**config.mk**
```make
export PLATFORM = sky130hd
export DESIGN_NAME = uart_tx_serializer
export DESIGN_NICKNAME = d
export VERILOG_FILES = /design/src/rtl/uart_tx_serializer.sv
export SDC_FILE = /design/constraint.sdc
export NUM_CORES = 1
export LEC_CHECK = 0
export ABC_AREA = 1
export BUFFER_PORTS_ARGS = -buffer_cell sky130_fd_sc_hd__buf_2
export CORE_MARGIN = 8
export CORE_UTILIZATION = 50
export DETAILED_ROUTE_END_ITERATION = 8
export GPL_TIMING_DRIVEN = 0
export PLACE_DENSITY_LB_ADDON = 0.2
export SYNTH_ARGS = -nofsm -noshare
export SYNTH_HDL_FRONTEND = slang
export SYNTH_SLANG_ARGS = --single-unit
```
**constraint.sdc**
```tcl
create_clock -name clk -period 1.9 [get_ports clk]
set_input_delay 0.38 -clock clk [delete_from_list [all_inputs] [get_ports clk]]
set_output_delay 0.38 -clock clk [all_outputs]
set_load 0.02 [all_outputs]
```
**src/rtl/uart_tx_serializer.sv**
```systemverilog
module uart_tx_serializer #(
  parameter int OS = 16
) (
  input  logic       clk,
  input  logic       rst_n,
  input  logic       tick16,
  input  logic       char_valid,
  input  logic [7:0] char_data,
  output logic       char_take,
  input  logic [1:0] char_size,
  input  logic       parity_en,
  input  logic [1:0] parity_mode,
  input  logic       stop_long,
  input  logic       break_en,
  input  logic       afc_en,
  input  logic       cts_n,
  output logic       tx,
  output logic       tx_empty
);
  localparam int CW = $clog2(2 * OS);
  localparam logic [CW-1:0] BIT_LAST  = CW'(OS - 1);
  localparam logic [CW-1:0] HALF_LAST = CW'(OS + OS / 2 - 1);
  localparam logic [CW-1:0] TWO_LAST  = CW'(2 * OS - 1);

  typedef enum logic [2:0] {S_IDLE, S_START, S_DATA, S_PAR, S_STOP} st_t;

  st_t           st;
  logic [CW-1:0] tcnt;
  logic [CW-1:0] stop_last;
  logic [2:0]    bidx;
  logic [7:0]    shreg;
  logic [1:0]    size_q;
  logic          par_bit, par_on;
  logic [7:0]    dmask;
  logic          par_calc;

  wire allow     = char_valid && !break_en && (!afc_en || !cts_n);
  wire bit_end   = tick16 && (tcnt == BIT_LAST);
  wire stop_end  = tick16 && (tcnt == stop_last);
  wire last_data = (bidx == 3'd4 + {1'b0, size_q});

  assign char_take = allow && (st == S_IDLE || (st == S_STOP && stop_end));
  assign tx_empty  = (st == S_IDLE) && !char_valid;
  assign dmask     = char_data & (8'hFF >> (2'd3 - char_size));

  always_comb begin
    case (parity_mode)
      2'd0:    par_calc = ^dmask;
      2'd1:    par_calc = ~^dmask;
      2'd2:    par_calc = 1'b1;
      default: par_calc = 1'b0;
    endcase
  end

  always_comb begin
    if (break_en) tx = 1'b0;
    else begin
      case (st)
        S_START: tx = 1'b0;
        S_DATA:  tx = shreg[0];
        S_PAR:   tx = par_bit;
        default: tx = 1'b1;
      endcase
    end
  end

  always_ff @(posedge clk) begin
    if (!rst_n) begin
      st        <= S_IDLE;
      tcnt      <= '0;
      stop_last <= BIT_LAST;
      bidx      <= '0;
      shreg     <= '0;
      size_q    <= '0;
      par_bit   <= 1'b0;
      par_on    <= 1'b0;
    end else if (break_en) begin
      st   <= S_IDLE;
      tcnt <= '0;
    end else if (char_take) begin
      st        <= S_START;
      tcnt      <= '0;
      bidx      <= '0;
      shreg     <= dmask;
      size_q    <= char_size;
      par_on    <= parity_en;
      par_bit   <= par_calc;
      stop_last <= !stop_long ? BIT_LAST : (char_size == 2'd0 ? HALF_LAST : TWO_LAST);
    end else if (tick16) begin
      case (st)
        S_START: begin
          if (bit_end) begin
            st   <= S_DATA;
            tcnt <= '0;
          end else tcnt <= tcnt + 1'b1;
        end
        S_DATA: begin
          if (bit_end) begin
            tcnt  <= '0;
            shreg <= shreg >> 1;
            bidx  <= bidx + 1'b1;
            if (last_data) st <= par_on ? S_PAR : S_STOP;
          end else tcnt <= tcnt + 1'b1;
        end
        S_PAR: begin
          if (bit_end) begin
            st   <= S_STOP;
            tcnt <= '0;
          end else tcnt <= tcnt + 1'b1;
        end
        S_STOP: begin
          if (stop_end) begin
            st   <= S_IDLE;
            tcnt <= '0;
          end else tcnt <= tcnt + 1'b1;
        end
        default: tcnt <= '0;
      endcase
    end
  end
endmodule


```
==> results of run 1 <==
metal layers:
layer / vias to the layer above / track usage
met4: 0 / 0.0993
li1: 828 / -
met5: - / 0
met2: 37 / 0.267
met3: 11 / 0.0198
met1: 669 / 0.167
power by group:
group / total [mW] / internal, mW / switching [mW]
sequential: 0.551 / 0.539 / 0.0119
clock: 0.245 / 0.0791 / 0.165
combinational: 0.207 / 0.0845 / 0.123
cell families (layout without fill, tap and decap cells):
family,count (synthesis),after routing,synth area share
compound gates,47,47,0.172
xor+xnor,6,6,0.0351
fa+ha+maj,3,3,0.0251
buf+inv,36,71,0.102
flops,25,25,0.334
simple gates,116,116,0.332
worst max-delay path by stage:
stage,startpoint,to,slack [ns],cells past startpoint
after global routing,tcnt[1],char_take,-0.03,8
after floorplan,tcnt[0],shreg[1],0.30,10
final,tcnt[1],char_take,0.04,8
after global placement,tcnt[0],char_take,0.008,9
after CTS,tcnt[0],char_take,-0.01,8
after detailed placement,tcnt[0],char_take,0.007,9
area by class of cell:
class | instances | area (um2)
fill | 302 | 1150
multi-input combinational | 172 | 892
sequential | 25 | 507
timing repair buffer | 32 | 191
inverter | 29 | 111
tap | 33 | 41.3
buffer | 6 | 36.3
clock buffer | 3 | 22.5
clock inverter | 1 | 5.00
sequential cells by signal (all words and copies together) (netlist names):
name	cells
size_q	2
st	3
bidx	3
stop_last	2
par_bit	1
par_on	1
shreg	8
tcnt	5
worst max-delay path: stages, from the launching register on:
cell and delay (ns):
dfxtp_2 0.38, ha_4 0.15, nand2_4 0.07, nor2_4 0.11
nand3_2 0.10, nand2_2 0.09, nand2_4 0.07, inv_4 0.07
buf_6 0.11
cells in the final DEF, fill, tap and decap left out, types with 2 or more instances in the layout:
cell,synthesis,final
o21ai_1,13,13
nand3_1,22,21
nand4_1,4,4
nand2_4,1,3
ha_1,3,2
nand2_2,2,4
buf_2,2,23
dfxtp_1,25,22
nor2_1,19,17
nor2_2,3,4
o21ai_0,6,6
buf_6,1,2
inv_2,3,2
xnor2_1,3,3
buf_4,2,11
inv_1,26,26
clkbuf_4,0,3
a21oi_1,22,22
dfxtp_2,0,2
xor2_1,3,3
nand2_1,63,59
stage by stage:
| step | hold slack, ns | total power, mW | std cells | setup TNS, ns |
|---|---|---|---|---|
| after floorplan | 0.439 | 0.694 | 233 | 0 |
| after global placement | 0.451 | 0.754 | 288 | 0 |
| after detailed placement | 0.472 | 0.756 | 288 | 0 |
| after CTS | 0.281 | 0.998 | 294 | -0.0131 |
| after global routing | 0.314 | 1.06 | 301 | -0.0276 |
| final | 0.292 | 1.00 | 301 | 0 |
timing repair:
item	4_1_cts	5_1_grt
cloned	0	0
buffers inserted	3	7
hold buffers	0	0
setup endpoints to repair	6	7
pin swaps	1	4
gates resized for setup	11	8
synth_stat cells (4+ instances only):
master	number	area (um2)
nand2_1	63	236
dfxtp_1	25	500
o21ai_1	13	65.1
o21ai_0	6	30.0
nand4_1	4	25.0
nand3_1	22	110
a21oi_1	22	110
nor2_1	19	71.3
inv_1	26	97.6
==> results by group, run 1 <==
Final layout
  – Ant diodes: 0
  – Final nets: 293
  – Share of cells above drive strength 1: 0.231
  – Final core utilization: 0.612
  – Area delta synth->final: 20.6%
  – Finished Cell Area: 1810 um2

Worst setup path
  – CP max FO: 4
  – R2r worst-path depth: 10
  – Crit Reg-Reg Endpoint: shreg[6]
  – Startpoint types: flop
  – Worst Path Arrival: 1.48 ns
  – Crit path kind: flop to output port
  – Reg2Reg Launch Point: tcnt[1]
  – Crit. End Element: output port
  – Critical Path RT: 1.52 ns
  – R2R setup slack: 0.15 ns

Global routing
  – Largest net degree at the start of global routing: 15
  – Gr ovfl total: 0
  – Vias in the first global route: 1,548
  – GRT Total Usage: 0.152
  – Initial antenna violation count: 0
  – First-pass GRT wire length: 6.24 mm

Drt
  – M1 WL: 1.65 mm
  – TritonRoute pass-1 iters: 6
  – DRC viols: 0
  – Post-DRT Antenna Nets: 0
  – Max Used Layer: met4
  – Met3 WL: 104 um
  – Met2 WL post-DR: 1.63 mm
  – DRT iter0 DRCs: 36
  – Total number of vias: 1,545
  – DR WL/cell: 11.7 um
  – Final WL: 3.52 mm
  – Via density: 5.13

STA
  – Rel. slew slack: 0.710
  – RSZ-0062 raised after global routing: true
  – Pins Over Slew Limit: 0
  – Final Skew: 0.00502 ns
  – Setup Viol. Count Final: 0
  – Endpoints failing hold: 0
  – Final WS setup: 0.0421 ns
  – Final period util: 0.978
  – Worst-Margin Slew: 0.435 ns
  – Min Tclk post-route: 1.86 ns
  – Fmax: 538 MHz

CTS
  – # clock sinks: 25
  – Worst-Skew Late Latency: 0.33 ns
  – # H-tree levels: 1
  – Bufs on Longest Clock Path: 2
  – TritonCTS clock tree: done
  – Total CTS buffers: 3
  – Root buf cell: clkbuf_4
  – Reg clk slew, reported paths: 0.14 ns

Placed design
  – Hpwl dp: 2.73 mm
  – Post-placement worst setup slack: 0.00653 ns
  – Port Buffers: 22
  – Placed Area: 1650 um2
  – GPL Wtd Cong: 0.819

Synthesis
  – Distinct cells, synth: 29
  – EDFF count, synth: 0
  – Ys flop type: dfxtp_1
  – Syn Inst Count: 233
  – Post-Syn Area per Cell: 6.43 um2
  – Yosys reg bits: 25
  – Register area share after synthesis: 0.334
  – Syn nets: 257
  – Async SR Flop Fraction: 0
  – Yosys Warn Count: 0
  – Mapped Area: 1500 um2

Worst hold path
  – Worst Hold Depth: 3
  – Hold Crit Class: input pin to flop
  – Hold Path Origin: rst_n
  – Hold endpoint: size_q[0]

Power and ir drop
  – Leak pwr: 0.865 nW
  – Max IR drop VDD: 0.000267 V
  – Power Dens Cells: 555 nW/um2

Job
  – Max_cap viols: 0

Floorplan
  – IO Count: 24
  – Initial Util: 0.507
  – Die area: 5000 um2
  – Core ar.: 2950 um2
  – Die width: 70.7 um
  – Num rows: 20
  – Chip height: 70.7 um

Status
  – Status: finished clean
No activity file was read; power rests on OpenSTA's default activity.
==> run 2, diff against run 1 <==
--- a/config.mk
+++ b/config.mk
@@ -11,6 +11,7 @@
 export CORE_UTILIZATION = 50
 export DETAILED_ROUTE_END_ITERATION = 8
 export GPL_TIMING_DRIVEN = 0
+export MAX_ROUTING_LAYER = met4
 export PLACE_DENSITY_LB_ADDON = 0.2
 export SYNTH_ARGS = -nofsm -noshare
 export SYNTH_HDL_FRONTEND = slang
==> run 2 against run 1 <==
Against the previous run: register-to-register slack is essentially flat; clock skew grew 0.00061 ns; combinational power is essentially flat; critical path type unchanged; die area is the same; flip-flop and latch count is the same.
==> results by group, run 2 (synthesis gave the netlist of run 1 again) <==
Final layout
  – Most frequent cells in the layout: 59 x nand2_1, 26 x inv_1, 23 x buf_2 (unchanged)
  – Final nets: 293 (unchanged)
  – Top Registers: shreg (8), tcnt (5) (unchanged)
  – Share of cells above drive strength 1: 0.231 (unchanged)
  – Ant diodes: 0 (unchanged)
  – Layout fillers: 302 (unchanged)
  – Fin cells: 301 (unchanged)
  – Max reg flops: 8 (unchanged)
  – Commonest non-fill, non-tap cell in the layout: nand2_1 (unchanged)
  – Area delta synth->final: 20.6% (unchanged)
  – Largest Register: shreg (unchanged)

Placed design
  – Port Buffers: 22 (unchanged)
  – Post-placement worst setup slack: 0.00653 ns (unchanged)
  – Cells after DPL: 288 (unchanged)
  – GPL Wtd Cong: 0.831 (was 0.819)
  – Hpwl dp: 2.73 mm (unchanged)

Power and ir drop
  – Power Dens Cells: 556 nW/um2 (was 555 nW/um2)
  – Sw Ratio: 0.300 (was 0.299)
  – Seq pwr share: 0.549 (was 0.550)
  – Comb pwr share: 0.207 (about the same)
  – Leak pwr: 0.865 nW (unchanged)
  – Max IR drop VDD: 0.000267 V (about the same)
  – Int Power: 0.703 mW (about the same)
  – Power Total: 1.00 mW (about the same)
  – NetSw: 0.301 mW (was 0.300 mW)
  – Clock share of power: 0.244 (about the same)

Floorplan
  – Initial Util: 0.507 (unchanged)
  – IO Count: 24 (unchanged)
  – Chip height: 70.7 um (unchanged)
  – Die width: 70.7 um (unchanged)
  – Die area: 5000 um2 (unchanged)
  – Core ar.: 2950 um2 (unchanged)
  – Num rows: 20 (unchanged)

Worst setup path
  – Worst path top cell family by delay: simple AND/OR/NAND/NOR gates (unchanged)
  – CP max stage cell: dfxtp_2 (unchanged)
  – Crit. End Element: output port (unchanged)
  – Crit path kind: flop to output port (unchanged)
  – Crit path buffers/inverters: 2 (unchanged)
  – CP max FO: 4 (unchanged)
  – Slowest stage delay, CP: 0.38 ns (about the same)
  – Most frequent CP cell: nand2_4 (unchanged)
  – Critical Path RT: 1.52 ns (about the same)
  – Crit path cell chain: ha_4 > nand2_4 > nor2_4 > nand3_2 > nand2_2 > nand2_4 > inv_4 > buf_6 (unchanged)
  – Startpoint types: flop (unchanged)
  – Worst Path Arrival: 1.48 ns (about the same)

STA
  – Pins Over Slew Limit: 0 (unchanged)
  – Rel. slew slack: 0.710 (about the same)
  – Final period util: 0.979 (was 0.978)
  – Final Skew: 0.00564 ns (was 0.00502 ns)
  – Setup Viol. Count Final: 0 (unchanged)
  – RSZ-0062 raised after global routing: true (unchanged)
  – Min Tclk post-route: 1.86 ns (about the same)
  – Fmax: 538 MHz (about the same)
  – Endpoints failing hold: 0 (unchanged)
  – Final WS setup: 0.0402 ns (was 0.0421 ns)
  – TNS Setup: 0 ns (unchanged)
  – Hold slack: 0.291 ns (was 0.292 ns)
  – Worst-Margin Slew: 0.435 ns (about the same)

Drt
  – Post-DRT Antenna Nets: 0 (unchanged)
  – TritonRoute pass-1 iters: 6 (unchanged)
  – Total number of vias: 1,539 (was 1,545)
  – Final WL: 3.52 mm (about the same)
  – DRT iter0 DRCs: 42 (was 36)
  – DR WL/cell: 11.7 um (about the same)
  – DRC viols: 0 (unchanged)
  – Via density: 5.11 (was 5.13)

CTS
  – Total CTS buffers: 3 (unchanged)
  – TritonCTS clock tree: done (unchanged)
  – Bufs on Longest Clock Path: 2 (unchanged)
  – Worst-Skew Late Latency: 0.33 ns (about the same)
  – Reg clk slew, reported paths: 0.14 ns (about the same)
  – Root buf cell: clkbuf_4 (unchanged)
  – # H-tree levels: 1 (unchanged)
  – # clock sinks: 25 (unchanged)

Global routing
  – Largest net degree at the start of global routing: 15 (unchanged)
  – Vias in the first global route: 1,548 (unchanged)
  – First-pass GRT wire length: 6.24 mm (unchanged)
  – Gr ovfl total: 0 (unchanged)
  – Initial antenna violation count: 0 (unchanged)
  – GRT Total Usage: 0.156 (was 0.152)

Job
  – Max_cap viols: 0 (unchanged)

Worst hold path
  – Hold Crit Class: input pin to flop (unchanged)

Status
  – Status: finished clean (unchanged)
[run 2: routing by layer]
layer / routed length, um / up-vias / GRT usage
met3: 81 / 9 / 0.0155
met1: 1690 / 667 / 0.170
met5: 0 / - / -
met2: 1630 / 35 / 0.267
li1: - / 828 / -
met4: 119 / 0 / 0.0993
[run 2: final timing paths]
check | cells after the start | end | slack (ns) | start
worst max-delay path | 8 | char_take | 0.04 | tcnt[1]
worst min-delay path | 3 | size_q[0] | 0.29 | rst_n
worst max register to register | 10 | shreg[6] | 0.14 | tcnt[1]
worst min register to register | 2 | stop_last[4] | 0.49 | stop_last[4]
[run 2: repair_timing]
action,in CTS,in global routing
pin swaps,1,4
endpoints found under the setup margin,6,7
buffers inserted,3,7
gates resized for setup,11,8
hold buffers,0,0
[run 2: power by group through the flow]
stage	logic (mW)	registers, mW	clock network (mW)
4_1_cts	0.196	0.553	0.250
6_report	0.207	0.551	0.245
2_1_floorplan	0.134	0.560	0
3_5_place_dp	0.192	0.564	0
3_3_place_gp	0.190	0.564	0
5_1_grt	0.239	0.553	0.267
[run 2: worst min-delay path: stages]
cell,delay (ns)
buf_2,0.11
o21ai_0,0.06
a21oi_1,0.04
[run 2: cell type report]
cell class,count,area (um2),share of cell area
Multi-Input combinational cell,172,892,0.494
Sequential cell,25,507,0.280
Timing Repair Buffer,32,191,0.106
Inverter,29,111,0.0616
Tap cell,33,41.3,0.0229
Buffer,6,36.3,0.0201
Clock buffer,3,22.5,0.0125
Clock inverter,1,5.00,0.00277
[run 2: per-stage QoR]
stage	cell area (um2)	util
floorplan	1500	-
global placement	1650	0.558
detailed placement	1650	0.558
CTS	1730	0.585
global route	1810	0.612
finish	1810	0.612
==> run 3, diff against run 2 <==
==> constraint.sdc (replaced) <==
create_clock -name clk -period 1.9 [get_ports clk]
set_input_delay 0.095 -clock clk [delete_from_list [all_inputs] [get_ports clk]]
set_output_delay 0.095 -clock clk [all_outputs]
set_load 0.02 [all_outputs]
==> run 3 against run 2 <==
Against the previous run: cell area down 2.7%; sequential share of layout area up 0.56 points; critical endpoint unchanged; power down 0.39%; clock-buffer cell count unchanged; non-clock buffer count down 3; hold slack worse by 0.28 ns; utilization down 1.7 points; combinational power about the same; critical path type unchanged; highest routed layer unchanged; largest power group unchanged.
==> results by group, run 3 (synthesis gave the netlist of run 1 again) <==
STA
  – Min Tclk post-route: 1.77 ns (was 1.86 ns)
  – Fmax: 565 MHz (was 538 MHz)
  – RSZ-0062 raised after global routing: false (was true)
  – Final period util: 0.931 (was 0.979)
  – Final Skew: 0.00644 ns (was 0.00564 ns)
  – Endpoints failing hold: 0 (unchanged)
  – Hold slack: 0.00918 ns (was 0.291 ns)
  – Setup Viol. Count Final: 0 (unchanged)
  – Worst-Margin Slew: 0.437 ns (was 0.435 ns)
  – Pins Over Slew Limit: 0 (unchanged)
  – TNS Setup: 0 ns (unchanged)
  – Rel. slew slack: 0.709 (was 0.710)

CTS
  – Root buf cell: clkbuf_4 (unchanged)
  – Worst-Skew Late Latency: 0.33 ns (about the same)
  – # clock sinks: 25 (unchanged)
  – Bufs on Longest Clock Path: 2 (unchanged)
  – Reg clk slew, reported paths: 0.14 ns (about the same)
  – # H-tree levels: 1 (unchanged)
  – TritonCTS clock tree: done (unchanged)
  – Total CTS buffers: 3 (unchanged)

Worst setup path
  – CP max FO: 13 (was 4)
  – Worst Path Arrival: 1.67 ns (was 1.48 ns)
  – Slowest stage delay, CP: 0.36 ns (was 0.38 ns)
  – CP max stage cell: dfxtp_2 (unchanged)
  – Crit path kind: flop to output port (unchanged)
  – Crit path cell chain: ha_1 > nand2_2 > nor2_1 > nand3_1 > nand2_1 > nand2_4 > clkinv_4 > buf_4 (was ha_4 > nand2_4 > nor2_4 > nand3_2 > nand2_2 > nand2_4 > inv_4 > buf_6)
  – R2r worst-path depth: 10 (unchanged)
  – Crit. End Element: output port (unchanged)
  – Critical Path RT: 1.80 ns (was 1.52 ns)
  – Startpoint types: flop (unchanged)

Drt
  – Max Used Layer: met4 (unchanged)
  – Met2 WL post-DR: 1.63 mm (about the same)
  – Via density: 5.12 (was 5.11)
  – Final WL: 3.45 mm (was 3.52 mm)
  – DRC viols: 0 (unchanged)
  – TritonRoute pass-1 iters: 4 (was 6)
  – Total number of vias: 1,526 (was 1,539)
  – Post-DRT Antenna Nets: 0 (unchanged)
  – DR WL/cell: 11.6 um (was 11.7 um)
  – Met3 WL: 77 um (was 81 um)
  – M1 WL: 1.66 mm (was 1.69 mm)
  – DRT iter0 DRCs: 33 (was 42)

Global routing
  – First-pass GRT wire length: 6.21 mm (was 6.24 mm)
  – Vias in the first global route: 1,528 (was 1,548)
  – Initial antenna violation count: 0 (unchanged)
  – GRT Total Usage: 0.155 (was 0.156)
  – Gr ovfl total: 0 (unchanged)
  – Largest net degree at the start of global routing: 15 (unchanged)

Placed design
  – Port Buffers: 22 (unchanged)
  – GPL Wtd Cong: 0.831 (unchanged)
  – Hpwl dp: 2.73 mm (unchanged)

Floorplan
  – Core ar.: 2950 um2 (unchanged)
  – Die area: 5000 um2 (unchanged)
  – Initial Util: 0.507 (unchanged)
  – Chip height: 70.7 um (unchanged)
  – Die width: 70.7 um (unchanged)
  – Num rows: 20 (unchanged)
  – IO Count: 24 (unchanged)

Final layout
  – Final nets: 290 (was 293)
  – Ant diodes: 0 (unchanged)
  – Commonest non-fill, non-tap cell in the layout: nand2_1 (unchanged)
  – Max reg flops: 8 (unchanged)
  – Share of cells above drive strength 1: 0.200 (was 0.231)
  – Layout fillers: 311 (was 302)
  – Most frequent cells in the layout: 61 x nand2_1, 26 x inv_1, 23 x buf_2, 23 x dfxtp_1 (was 59 x nand2_1, 26 x inv_1, 23 x buf_2)
  – Largest Register: shreg (unchanged)
  – Top Registers: shreg (8), tcnt (5) (unchanged)
  – Area delta synth->final: 17.4% (was 20.6%)

Power and ir drop
  – Power Dens Cells: 569 nW/um2 (was 556 nW/um2)
  – Leak pwr: 0.836 nW (was 0.865 nW)
  – Max IR drop VDD: 0.000267 V (about the same)

Worst hold path
  – Hold Crit Class: input pin to flop (unchanged)
  – Worst Hold Depth: 3 (unchanged)

Status
  – Status: finished clean (unchanged)

Job
  – Max_cap viols: 0 (unchanged)
## run 3: final cells by class
cell class / instances / area (um2) / area share
repair buffers: 29 / 168 / 0.0954
flip-flops and latches: 25 / 503 / 0.286
clock inverters: 1 / 5.00 / 0.00285
plain buffers: 6 / 40.0 / 0.0228
multi-input cells: 172 / 865 / 0.492
clock buffers: 3 / 22.5 / 0.0128
well taps: 33 / 41.3 / 0.0235
inverters: 29 / 114 / 0.0648
## run 3: critical path, delay by kind of cell (launching register included)
| family | cells | cell delay (ns) |
|---|---|---|
| simple gates | 5 | 0.48 |
| flops | 1 | 0.36 |
| buf+inv | 2 | 0.29 |
| fa+ha+maj | 1 | 0.21 |
## run 3: final timing paths
| check | from | endpoint | slack (ns) |
|---|---|---|---|
| hold reg to reg | stop_last[4] | stop_last[4] | 0.49 |
| setup reg to reg | tcnt[0] | shreg[2] | 0.15 |
| hold / removal | rst_n | size_q[0] | 0.009 |
| setup / recovery | tcnt[0] | char_take | 0.13 |
## run 3: what timing repair did
action / in CTS / in global routing
gates cloned: 0 / 0
resized for setup: 3 / 10
hold endpoints to repair: 1 / 0
buffers inserted: 0 / 6
hold buffers: 1 / 0
endpoints found under the setup margin: 5 / 18
pin swaps: 0 / 1
## run 3: where the power goes
group	switching [mW]	total (mW)	internal (mW)
clock	0.164	0.243	0.0790
sequential	0.0118	0.552	0.541
combinational	0.122	0.204	0.0826
## run 3: routing by layer
layer,GRT usage,up-vias
li1,-,823
met1,0.171,664
met2,0.266,32
met3,0.0141,7
met4,0.0901,0
met5,-,-
## run 3: stage by stage
stage               worst slack [ns]  cells  cell area (um2)  utilization  power, mW
global route                 0.00263    298             1760        0.595       1.06
floorplan                      0.304    233             1500            -      0.694
CTS                           0.0198    292             1680        0.570      0.994
detailed placement            0.0199    288             1650        0.558      0.756
global placement              0.0780    288             1650        0.558      0.754
finish                         0.130    298             1760        0.595       1.00
